### src/rtl/cfg_loader_pkg.sv
package cfg_loader_pkg;

  typedef enum logic [2:0] {
    ST_IDLE,
    ST_PROG,
    ST_WAIT_INIT,
    ST_SETUP,
    ST_DATA,
    ST_WAIT_DONE,
    ST_STARTUP
  } ld_state_t;

  // System cycles per configuration clock phase, rounded up so the
  // generated clock never exceeds max_hz.
  function automatic int half_cycles(int clk_hz, int max_hz);
    longint num;
    longint den;
    int     r;
    num = longint'(clk_hz);
    den = 2 * longint'(max_hz);
    r   = int'((num + den - 1) / den);
    if (r < 1) r = 1;
    return r;
  endfunction

  // Cycles for an erase pulse strictly longer than low_ns.
  function automatic int prog_cycles(int clk_hz, int low_ns);
    longint prod;
    prod = longint'(low_ns) * longint'(clk_hz);
    return int'(prod / 64'd1_000_000_000) + 1;
  endfunction

  function automatic int count_width(int n);
    int w;
    w = $clog2(n + 1);
    if (w < 1) w = 1;
    return w;
  endfunction

endpackage

### src/rtl/cfg_loader_timer.sv
module cfg_loader_timer #(
  parameter int W = 6
) (
  input  logic         clk,
  input  logic         rst_n,
  input  logic         load,
  input  logic [W-1:0] load_val,
  output logic         expired
);

  logic [W-1:0] cnt;

  assign expired = (cnt == '0);

  always_ff @(posedge clk or negedge rst_n) begin
    if (!rst_n) begin
      cnt <= '0;
    end else if (load) begin
      cnt <= load_val;
    end else if (cnt != '0) begin
      cnt <= cnt - 1'b1;
    end
  end

endmodule

### src/rtl/cfg_loader_cclk.sv
module cfg_loader_cclk #(
  parameter int HALF = 2
) (
  input  logic clk,
  input  logic rst_n,
  input  logic go,
  input  logic abort,
  output logic cclk,
  output logic active,
  output logic rise,
  output logic fin
);

  localparam int HW = (HALF > 1) ? $clog2(HALF) : 1;
  localparam logic [HW-1:0] RELOAD = HW'(HALF - 1);

  logic [HW-1:0] cnt;
  logic          hi;
  logic          act;

  assign cclk   = hi;
  assign active = act;
  assign rise   = act && !hi && (cnt == '0);
  assign fin    = act && hi && (cnt == '0);

  always_ff @(posedge clk or negedge rst_n) begin
    if (!rst_n) begin
      act <= 1'b0;
      hi  <= 1'b0;
      cnt <= '0;
    end else if (abort) begin
      act <= 1'b0;
      hi  <= 1'b0;
      cnt <= '0;
    end else if (!act) begin
      if (go) begin
        act <= 1'b1;
        hi  <= 1'b0;
        cnt <= RELOAD;
      end
    end else if (cnt == '0) begin
      if (!hi) begin
        hi  <= 1'b1;
        cnt <= RELOAD;
      end else begin
        act <= 1'b0;
        hi  <= 1'b0;
      end
    end else begin
      cnt <= cnt - 1'b1;
    end
  end

endmodule

### src/rtl/cfg_loader_ctrl.sv
module cfg_loader_ctrl
  import cfg_loader_pkg::*;
#(
  parameter int DW            = 8,
  parameter int TMO_W         = 16,
  parameter int STARTUP_CCLKS = 12,
  parameter int PROG_CYC      = 61,
  parameter int HALF          = 2,
  parameter int TW            = 6
) (
  input  logic             clk,
  input  logic             rst_n,
  input  logic             start,
  input  logic             scrub,
  input  logic [TMO_W-1:0] timeout_limit,
  input  logic [DW-1:0]    in_data,
  input  logic             in_valid,
  input  logic             in_last,
  output logic             in_ready,
  input  logic             init_b,
  input  logic             busy,
  input  logic             done_in,
  input  logic             tmr_expired,
  output logic             tmr_load,
  output logic [TW-1:0]    tmr_val,
  input  logic             cg_active,
  input  logic             cg_rise,
  input  logic             cg_fin,
  output logic             cg_go,
  output logic             cg_abort,
  output logic             prog_b,
  output logic             cs_b,
  output logic             rdwr_b,
  output logic [DW-1:0]    cfg_d,
  output logic             byte_take,
  output logic             cfg_ok,
  output logic             err_init,
  output logic             err_timeout
);

  localparam int SW = count_width(STARTUP_CCLKS);
  localparam logic [SW-1:0] SU_LAST = SW'(STARTUP_CCLKS);

  ld_state_t        state;
  logic [DW-1:0]    data_q;
  logic             last_q;
  logic             busy_hit;
  logic             retry;
  logic [TMO_W-1:0] pcount;
  logic [SW-1:0]    scnt;

  logic port_on;
  logic init_fault;
  logic wait_pulse;
  logic su_pulse;
  logic retry_pulse;

  assign port_on = (state == ST_SETUP) || (state == ST_DATA) ||
                   (state == ST_WAIT_DONE) || (state == ST_STARTUP);

  assign cs_b   = !port_on;
  assign rdwr_b = !port_on;
  assign prog_b = (state != ST_PROG);
  assign cfg_d  = data_q;

  assign init_fault  = port_on && !init_b;
  assign in_ready    = (state == ST_DATA) && !cg_active && !retry && init_b;
  assign byte_take   = in_valid && in_ready;
  assign retry_pulse = (state == ST_DATA) && retry && !cg_active;
  assign wait_pulse  = (state == ST_WAIT_DONE) && !cg_active && !done_in &&
                       (pcount != timeout_limit);
  assign su_pulse    = (state == ST_STARTUP) && !cg_active && (scnt != SU_LAST);

  assign cg_go    = !init_fault && (byte_take || retry_pulse || wait_pulse || su_pulse);
  assign cg_abort = init_fault;

  assign tmr_load = ((state == ST_IDLE) && start) ||
                    ((state == ST_WAIT_INIT) && init_b);
  assign tmr_val  = ((state == ST_IDLE) && !scrub) ? TW'(PROG_CYC - 1) : TW'(HALF - 1);

  always_ff @(posedge clk or negedge rst_n) begin
    if (!rst_n) begin
      state       <= ST_IDLE;
      data_q      <= '0;
      last_q      <= 1'b0;
      busy_hit    <= 1'b0;
      retry       <= 1'b0;
      pcount      <= '0;
      scnt        <= '0;
      cfg_ok      <= 1'b0;
      err_init    <= 1'b0;
      err_timeout <= 1'b0;
    end else begin
      case (state)
        ST_IDLE: begin
          if (start) begin
            cfg_ok      <= 1'b0;
            err_init    <= 1'b0;
            err_timeout <= 1'b0;
            retry       <= 1'b0;
            busy_hit    <= 1'b0;
            last_q      <= 1'b0;
            state       <= scrub ? ST_SETUP : ST_PROG;
          end
        end
        ST_PROG: begin
          if (tmr_expired) state <= ST_WAIT_INIT;
        end
        ST_WAIT_INIT: begin
          if (init_b) state <= ST_SETUP;
        end
        ST_SETUP: begin
          if (init_fault) begin
            err_init <= 1'b1;
            state    <= ST_IDLE;
          end else if (tmr_expired) begin
            state <= ST_DATA;
          end
        end
        ST_DATA: begin
          if (init_fault) begin
            err_init <= 1'b1;
            state    <= ST_IDLE;
          end else begin
            if (byte_take) begin
              data_q <= in_data;
              last_q <= in_last;
            end
            if (cg_rise) busy_hit <= busy;
            if (retry_pulse) retry <= 1'b0;
            if (cg_fin) begin
              if (busy_hit) begin
                retry <= 1'b1;
              end else if (last_q) begin
                data_q <= '1;
                pcount <= '0;
                state  <= ST_WAIT_DONE;
              end
            end
          end
        end
        ST_WAIT_DONE: begin
          if (init_fault) begin
            err_init <= 1'b1;
            state    <= ST_IDLE;
          end else if (!cg_active) begin
            if (done_in) begin
              scnt  <= '0;
              state <= ST_STARTUP;
            end else if (pcount == timeout_limit) begin
              err_timeout <= 1'b1;
              state       <= ST_IDLE;
            end else begin
              pcount <= pcount + 1'b1;
            end
          end
        end
        ST_STARTUP: begin
          if (init_fault) begin
            err_init <= 1'b1;
            state    <= ST_IDLE;
          end else if (!cg_active) begin
            if (scnt == SU_LAST) begin
              cfg_ok <= 1'b1;
              state  <= ST_IDLE;
            end else begin
              scnt <= scnt + 1'b1;
            end
          end
        end
        default: state <= ST_IDLE;
      endcase
    end
  end

endmodule

### src/rtl/cfg_loader.sv
module cfg_loader
  import cfg_loader_pkg::*;
#(
  parameter int CLK_HZ        = 200_000_000,
  parameter int CCLK_MAX_HZ   = 50_000_000,
  parameter int PROG_LOW_NS   = 300,
  parameter int STARTUP_CCLKS = 12,
  parameter int TMO_W         = 16,
  parameter int DW            = 8
) (
  input  logic             clk,
  input  logic             rst_n,
  input  logic             start,
  input  logic             scrub,
  input  logic [TMO_W-1:0] timeout_limit,
  input  logic [DW-1:0]    in_data,
  input  logic             in_valid,
  input  logic             in_last,
  output logic             in_ready,
  output logic             prog_b,
  output logic             cs_b,
  output logic             rdwr_b,
  output logic             cclk,
  output logic [DW-1:0]    cfg_d,
  input  logic             init_b,
  input  logic             busy,
  input  logic             done_in,
  output logic             cfg_ok,
  output logic             err_init,
  output logic             err_timeout
);

  localparam int HALF     = half_cycles(CLK_HZ, CCLK_MAX_HZ);
  localparam int PROG_CYC = prog_cycles(CLK_HZ, PROG_LOW_NS);
  localparam int TMAX     = (PROG_CYC > HALF) ? PROG_CYC : HALF;
  localparam int TW       = count_width(TMAX);

  logic          tmr_load;
  logic [TW-1:0] tmr_val;
  logic          tmr_expired;
  logic          cg_go;
  logic          cg_abort;
  logic          cg_active;
  logic          cclk_rise;
  logic          cclk_fin;
  logic          byte_take;

  cfg_loader_timer #(.W(TW)) tmr_i (
    .clk      (clk),
    .rst_n    (rst_n),
    .load     (tmr_load),
    .load_val (tmr_val),
    .expired  (tmr_expired)
  );

  cfg_loader_cclk #(.HALF(HALF)) cclk_i (
    .clk    (clk),
    .rst_n  (rst_n),
    .go     (cg_go),
    .abort  (cg_abort),
    .cclk   (cclk),
    .active (cg_active),
    .rise   (cclk_rise),
    .fin    (cclk_fin)
  );

  cfg_loader_ctrl #(
    .DW            (DW),
    .TMO_W         (TMO_W),
    .STARTUP_CCLKS (STARTUP_CCLKS),
    .PROG_CYC      (PROG_CYC),
    .HALF          (HALF),
    .TW            (TW)
  ) ctrl_i (
    .clk           (clk),
    .rst_n         (rst_n),
    .start         (start),
    .scrub         (scrub),
    .timeout_limit (timeout_limit),
    .in_data       (in_data),
    .in_valid      (in_valid),
    .in_last       (in_last),
    .in_ready      (in_ready),
    .init_b        (init_b),
    .busy          (busy),
    .done_in       (done_in),
    .tmr_expired   (tmr_expired),
    .tmr_load      (tmr_load),
    .tmr_val       (tmr_val),
    .cg_active     (cg_active),
    .cg_rise       (cclk_rise),
    .cg_fin        (cclk_fin),
    .cg_go         (cg_go),
    .cg_abort      (cg_abort),
    .prog_b        (prog_b),
    .cs_b          (cs_b),
    .rdwr_b        (rdwr_b),
    .cfg_d         (cfg_d),
    .byte_take     (byte_take),
    .cfg_ok        (cfg_ok),
    .err_init      (err_init),
    .err_timeout   (err_timeout)
  );

endmodule

### config.mk
export PLATFORM = sky130hd
export DESIGN_NAME = cfg_loader
export DESIGN_NICKNAME = d
export VERILOG_FILES = /design/src/rtl/cfg_loader_pkg.sv /design/src/rtl/cfg_loader_timer.sv /design/src/rtl/cfg_loader_cclk.sv /design/src/rtl/cfg_loader_ctrl.sv /design/src/rtl/cfg_loader.sv
export SDC_FILE = /design/constraint.sdc
export NUM_CORES = 1
export LEC_CHECK = 0
export BUFFER_PORTS_ARGS = -buffer_cell sky130_fd_sc_hd__buf_2
export CAP_MARGIN = 20
export CORE_AREA = 2 2 73 75
export DETAILED_ROUTE_END_ITERATION = 7
export DIE_AREA = 0 0 75 77
export PLACE_DENSITY = 0.89
export SYNTH_ARGS = -nofsm -noshare
export SYNTH_HDL_FRONTEND = slang
export SYNTH_SLANG_ARGS = --single-unit
### constraint.sdc
create_clock -name clk -period 2.3 [get_ports clk]
set_input_delay 0.46 -clock clk [delete_from_list [all_inputs] [get_ports clk]]
set_output_delay 0.46 -clock clk [all_outputs]
set_load 0.005 [all_outputs]
After elaboration in Yosys (flattened, before gate mapping):

Index checks and enable logic that the tools add are counted.

* memories kept: 0
* register bits: 46
* output and inout port bits: 16
* latch bits: 0
* bits in writable memories: 0
* input bits: 33
* logic and storage cells: 195
* bits in read-only memories: 0

* divide/modulo/power cells: 0
* multipliers: 0
* reduce and logical (&&, ||, !) cells: 58
* $lt $le $gt $ge: 0
* mux-type cells: 77
* bitwise operators: 2
* equal/unequal tests: 40
* shifts and indexed selects: 0
* add/subtract/negate cells: 4

Operators with widths (count)
* two-way mux 16 bit: 8
* two-way mux 3 bit: 16
* two-way mux 8 bit: 4
* inequality test 2 bit, second input constant: 16
* case mux 16 bit (2 select lines): 1
* two-way mux 1 bit: 30
* two-way mux 4 bit: 6
* case mux 3 bit (7 select lines): 1
* logical AND 1 bit: 20
* two-way mux 6 bit: 3
* adder 16 x 1 -> 16 bit, second input constant: 1
* == test 16 bit: 1
* inequality test 16 bit: 1
* inequality test 3 x 2 -> 1 bit, second input constant: 5
* nonzero test 2 bit: 7
* case mux 1 bit (2 select lines): 6
* AND reduction 11 bit: 1
* == test 3 bit, second input constant: 3
* inequality test 3 x 1 -> 1 bit, second input constant: 3
* AND reduction 9 bit: 1
* logical NOT 1 bit: 8
* inequality test 2 x 1 -> 1 bit, second input constant: 4
* case mux 4 bit (2 select lines): 1
* AND reduction 4 bit: 2
* 22 further kinds: 32

Logic depth before layout (Yosys ltp):

* depth after elaboration: 12
* depth in mapped cells: 10
* depth with buffers taken out: 8

Cells and area by module:

From an unflattened synthesis, not the netlist that was laid out.

* cell total of the unflattened synthesis: 328
* area, all modules: 2964.1 sq um

Modules (own cells, without submodules)
* cfg_loader_ctrl: area each 2427.3 sq um, seq. area each 925.9 sq um, times used 1, cells an instance 275
* cfg_loader_timer: area each 400.4 sq um, seq. area each 150.1 sq um, times used 1, cells an instance 40
* cfg_loader_cclk: area each 136.4 sq um, seq. area each 75.1 sq um, times used 1, cells an instance 13

Least setup slack after synthesis:

Ideal clock, no wire load.

* path kind: register to register
* from: reg tmr_i.cnt[0]
* to: reg ctrl_i.state[0]
* period minus slack after synthesis: 2.046 ns
* cell stages (with the launch flop): 8
* library setup time: 0.125 ns
* slack: 0.254 ns
* data required time: 2.175 ns
* data arrival time: 1.921 ns
* buffers on the path: 0
* cells stage by stage: dfrtp_1 > inv_1 > ha_1 > or4b_1 > o221ai_1 > nand4_1 > o21ai_2 > mux2_2

* longest elaborated chain between the ends: 3
* elaborated cells on any way between the ends: 4
* classes of those cells: 2 x eq/ne; 2 x reduce/logical

Ends and longest elaborated chain
* from (decl): line cfg_loader_timer.sv:11 `logic [W-1:0] cnt;`
* from (signal assigned): line cfg_loader_timer.sv:19 `cnt <= load_val;`
* from (signal assigned): line cfg_loader_timer.sv:21 `cnt <= cnt - 1'b1;`
* logical NOT 6 bit (*): line cfg_loader_timer.sv:13 `assign expired = (cnt == '0);`
* inequality test 3 x 1 -> 1 bit (no line) or inequality test 2 x 1 -> 1 bit (tied branches)
* AND reduction 11 bit (no line) (*)
* to (signal assigned): line cfg_loader_ctrl.sv:103 `state <= scrub ? ST_SETUP : ST_PROG;`
* to (decl): line cfg_loader_ctrl.sv:44 `ld_state_t state;`

Every way passes the cells marked *; elsewhere a longest branch is shown, timed or not.
A chain may end at the register's enable or synchronous reset.

Worst setup path in the final report:

* from: reg tmr_i.cnt[0]
* to: reg ctrl_i.state[1]

The elaborated chain is that of the path after synthesis.

==> results.json <==
{
  "num-nets-final": 398,
  "core_area_um2": 4980,
  "num_rows": 26,
  "worst_ep_required_time_ps": 2470,
  "hold_viol": 0,
  "stdcell_area_um2": 3230,
  "cts_hold_buf": 0,
  "fin_util": 0.649,
  "synth_largest_area_cell": "dfrtp_1",
  "irDropWorstVdd_mv": 0.763,
  "tightest_slew_ps": 750,
  "finalSetupViolations": 0,
  "fmax_mhz": 444,
  "powerDensity_nw_per_um2": 868,
  "fin_crit_sh": 0.979,
  "totalWireLength_um": 6610,
  "gp_congestion": 0.834,
  "status": "complete, no violations",
  "die_h_um": 77,
  "grt_pass1_vias": 2389,
  "start_util": 0.549,
  "syn_area_per_cell_um2": 8.93,
  "startpoint_type": "flip-flop",
  "synth_warnings": 0,
  "period_minus_slack_ps": 2250,
  "detail_route.wl_per_cell_um": 15.3,
  "cap_violations": 0,
  "finalWorstSetupSlack_ps": 48.5,
  "num-fill-cells": 423,
  "synthTopCellsByArea": "dfrtp_1 42%, xor2_1 6.4%, a21oi_1 6.0%",
  "holdWs_ps": 210,
  "synth.distinct_cells": 55,
  "syn_to_final_growth_pct": 18.1,
  "diodes": 0,
  "io_pins": 49,
  "static-leakage-power_nw": 1.52,
  "syn-cell-area_um2": 2730,
  "clkTransAtPathRegs_ps": 90,
  "critPathSlowestCell": "or4b_4",
  "synthesis.nets": 344,
  "synth.top_cell.area_share": 0.421,
  "yosys-top-cells-count": "46 x dfrtp_1, 35 x nand2_1, 33 x a21oi_1, 27 x o21ai_0, 20 x xor2_1",
  "die_x_um": 75,
  "place_ws_ps": 23.5,
  "route.detailed.drc": 0,
  "ant_nets": 0,
  "cp.arrival_ps": 2420,
  "drive_above_1_share": 0.244,
  "antenna_found_initial": 0,
  "finalNonFillerCells": 431,
  "htreeDepth": 2,
  "cts_max_path_buffers": 2,
  "globalRouteTotalUtil": 0.241,
  "cp_cell_sequence": "inv_1 -> ha_1 -> or4b_4 -> o221ai_4 -> nand4_1 -> o21ai_2 -> o21ai_1 -> a221oi_1",
  "insertion_delay_ps": 300,
  "final_max_slew_viol_count": 0,
  "cts_tree": "yes",
  "num_vias": 2467,
  "grt_max_degree": 33,
  "ys_seq_elements": 46,
  "synth_edf_count": 0,
  "drt-initial-drc-count": 226,
  "path_class": "flip-flop to flip-flop",
  "max-slew-margin-rel": 0.500,
  "crit_fanout": 3,
  "synth_seq_area_share": 0.421,
  "placedCellCount": 421,
  "post_drt_via_cell_ratio": 5.72,
  "die_area_um2": 5780,
  "hp-class": "primary input to asynchronous set/reset pin",
  "gr-total-overflow": 0,
  "placed_area_um2": 3080,
  "skew_ps": 7.22,
  "synth.most_common_cell": "dfrtp_1",
  "io_buffers": 48,
  "grt_pass1_wl_um": 10800,
  "critPathLaunch": "tmr_i.cnt[0]$_DFFE_PN0P_",
  "rr_startpoint": "tmr_i.cnt[0]$_DFFE_PN0P_",
  "synthArstFlopShare": 1.00,
  "post-dp-hpwl_um": 4680,
  "cts_buffers": 5,
  "firstDrtPassIters": 4,
  "ys.flop_type": "dfrtp_1",
  "max_stage_delay_ps": 490,
  "clock-root-buffer": "clkbuf_8",
  "end_kind": "flip-flop",
  "syn_inst": 306,
  "cts.sinks": 46
}
-- registers in the layout, indices dropped and copies added (netlist names) --
signal              count
ctrl_i.cfg_d            8
ctrl_i.busy_hit         1
ctrl_i.scnt             4
ctrl_i.state            3
cclk_i.active           1
ctrl_i.last_q           1
tmr_i.cnt               6
ctrl_i.retry            1
ctrl_i.err_init         1
ctrl_i.pcount          16
cclk_i.cclk             1
cclk_i.cnt              1
ctrl_i.cfg_ok           1
ctrl_i.err_timeout      1
-- worst max-delay path, delay by kind of cell (launching register included) --
kind | cells | cell delay [ps]
buffers and inverters | 1 | 110
AOI/OAI and AO/OA | 4 | 830
adders and majority gates | 1 | 160
DFF | 1 | 400
and+or+nand+nor | 2 | 620
-- layout make-up --
type                            instances  area (µm²)  area share
Multi-Input combinational cell        233        1490       0.461
Clock buffer                            6        82.6      0.0256
Sequential cell                        46        1150       0.358
Timing Repair Buffer                   62         358       0.111
Inverter                               12        45.0      0.0139
Clock inverter                          2        12.5     0.00387
Tap cell                               70        87.6      0.0271
-- logic make-up after synthesis --
| family | count (synthesis) | synth area share |
|---|---|---|
| AND/OR/NAND/NOR | 117 | 0.236 |
| AO/OA/AOI/OAI | 87 | 0.194 |
| flip-flops | 46 | 0.421 |
| buffers and inverters | 27 | 0.0481 |
| XOR/XNOR | 22 | 0.0705 |
| adder cells (fa/ha/maj) | 5 | 0.0229 |
| multiplexers | 2 | 0.00778 |
-- stage by stage --
step                TNS, ps  power [W]
detailed placement        0    0.00217
CTS                       0    0.00270
finish                    0    0.00280
floorplan                 0    0.00186
global placement      -6.69    0.00211
global route           -155    0.00301
-- per-layer routing --
layer	vias to the layer above	track usage	wire length, µm
li1	1209	-	-
met5	-	0	0
met2	80	0.396	3410
met4	0	0.0768	94
met1	1170	0.309	2740
met3	8	0.0539	365
-- timing repair --
action | 4_1_cts | 5_1_grt
buffers inserted | 0 | 2
gates resized for setup | 0 | 10
endpoints found under the setup margin | 0 | 7
-- report_power, final --
part           internal [W]  switching [W]
clock network      0.000242       0.000274
registers          0.000969       0.000212
logic              0.000526       0.000579
-- path summary, 6_finish.rpt --
path	slack, ps	endpoint	cells after the start
worst min register to register	480	ctrl_i.cfg_d[1]$_DFFE_PN0P_	2
min in group clk	390	ctrl_i.last_q$_DFFE_PN0P_	2
worst max register to register	50	ctrl_i.state[1]$_DFFE_PN0P_	8
max in group asynchronous	1460	ctrl_i.cfg_d[6]$_DFFE_PN0P_	2
worst min-delay path	210	ctrl_i.pcount[14]$_DFFE_PN0P_	1
worst max-delay path	50	ctrl_i.state[1]$_DFFE_PN0P_	8
-- cell usage in the layout, fill, tap and decap left out, types with 2 or more instances in the layout --
master,n
buf_2,48
dfrtp_1,43
nand2_1,35
a21oi_1,33
o21ai_0,27
xor2_1,20
nor2_1,14
buf_4,13
inv_1,11
nand3_1,10
or3_1,9
clkbuf_8,6
and2_1,5
nand4_1,5
o31ai_1,5
or4_1,5
ha_1,5
nor4_1,4
nor3_1,4
nand2b_1,4
nor2b_1,3
and3b_1,3
and3_1,3
a21o_1,3
dfrtp_2,3
and4bb_2,2
a221oi_1,2
a32o_1,2
a22oi_1,2
xnor2_1,2
Power figures use the tool's default switching activity.
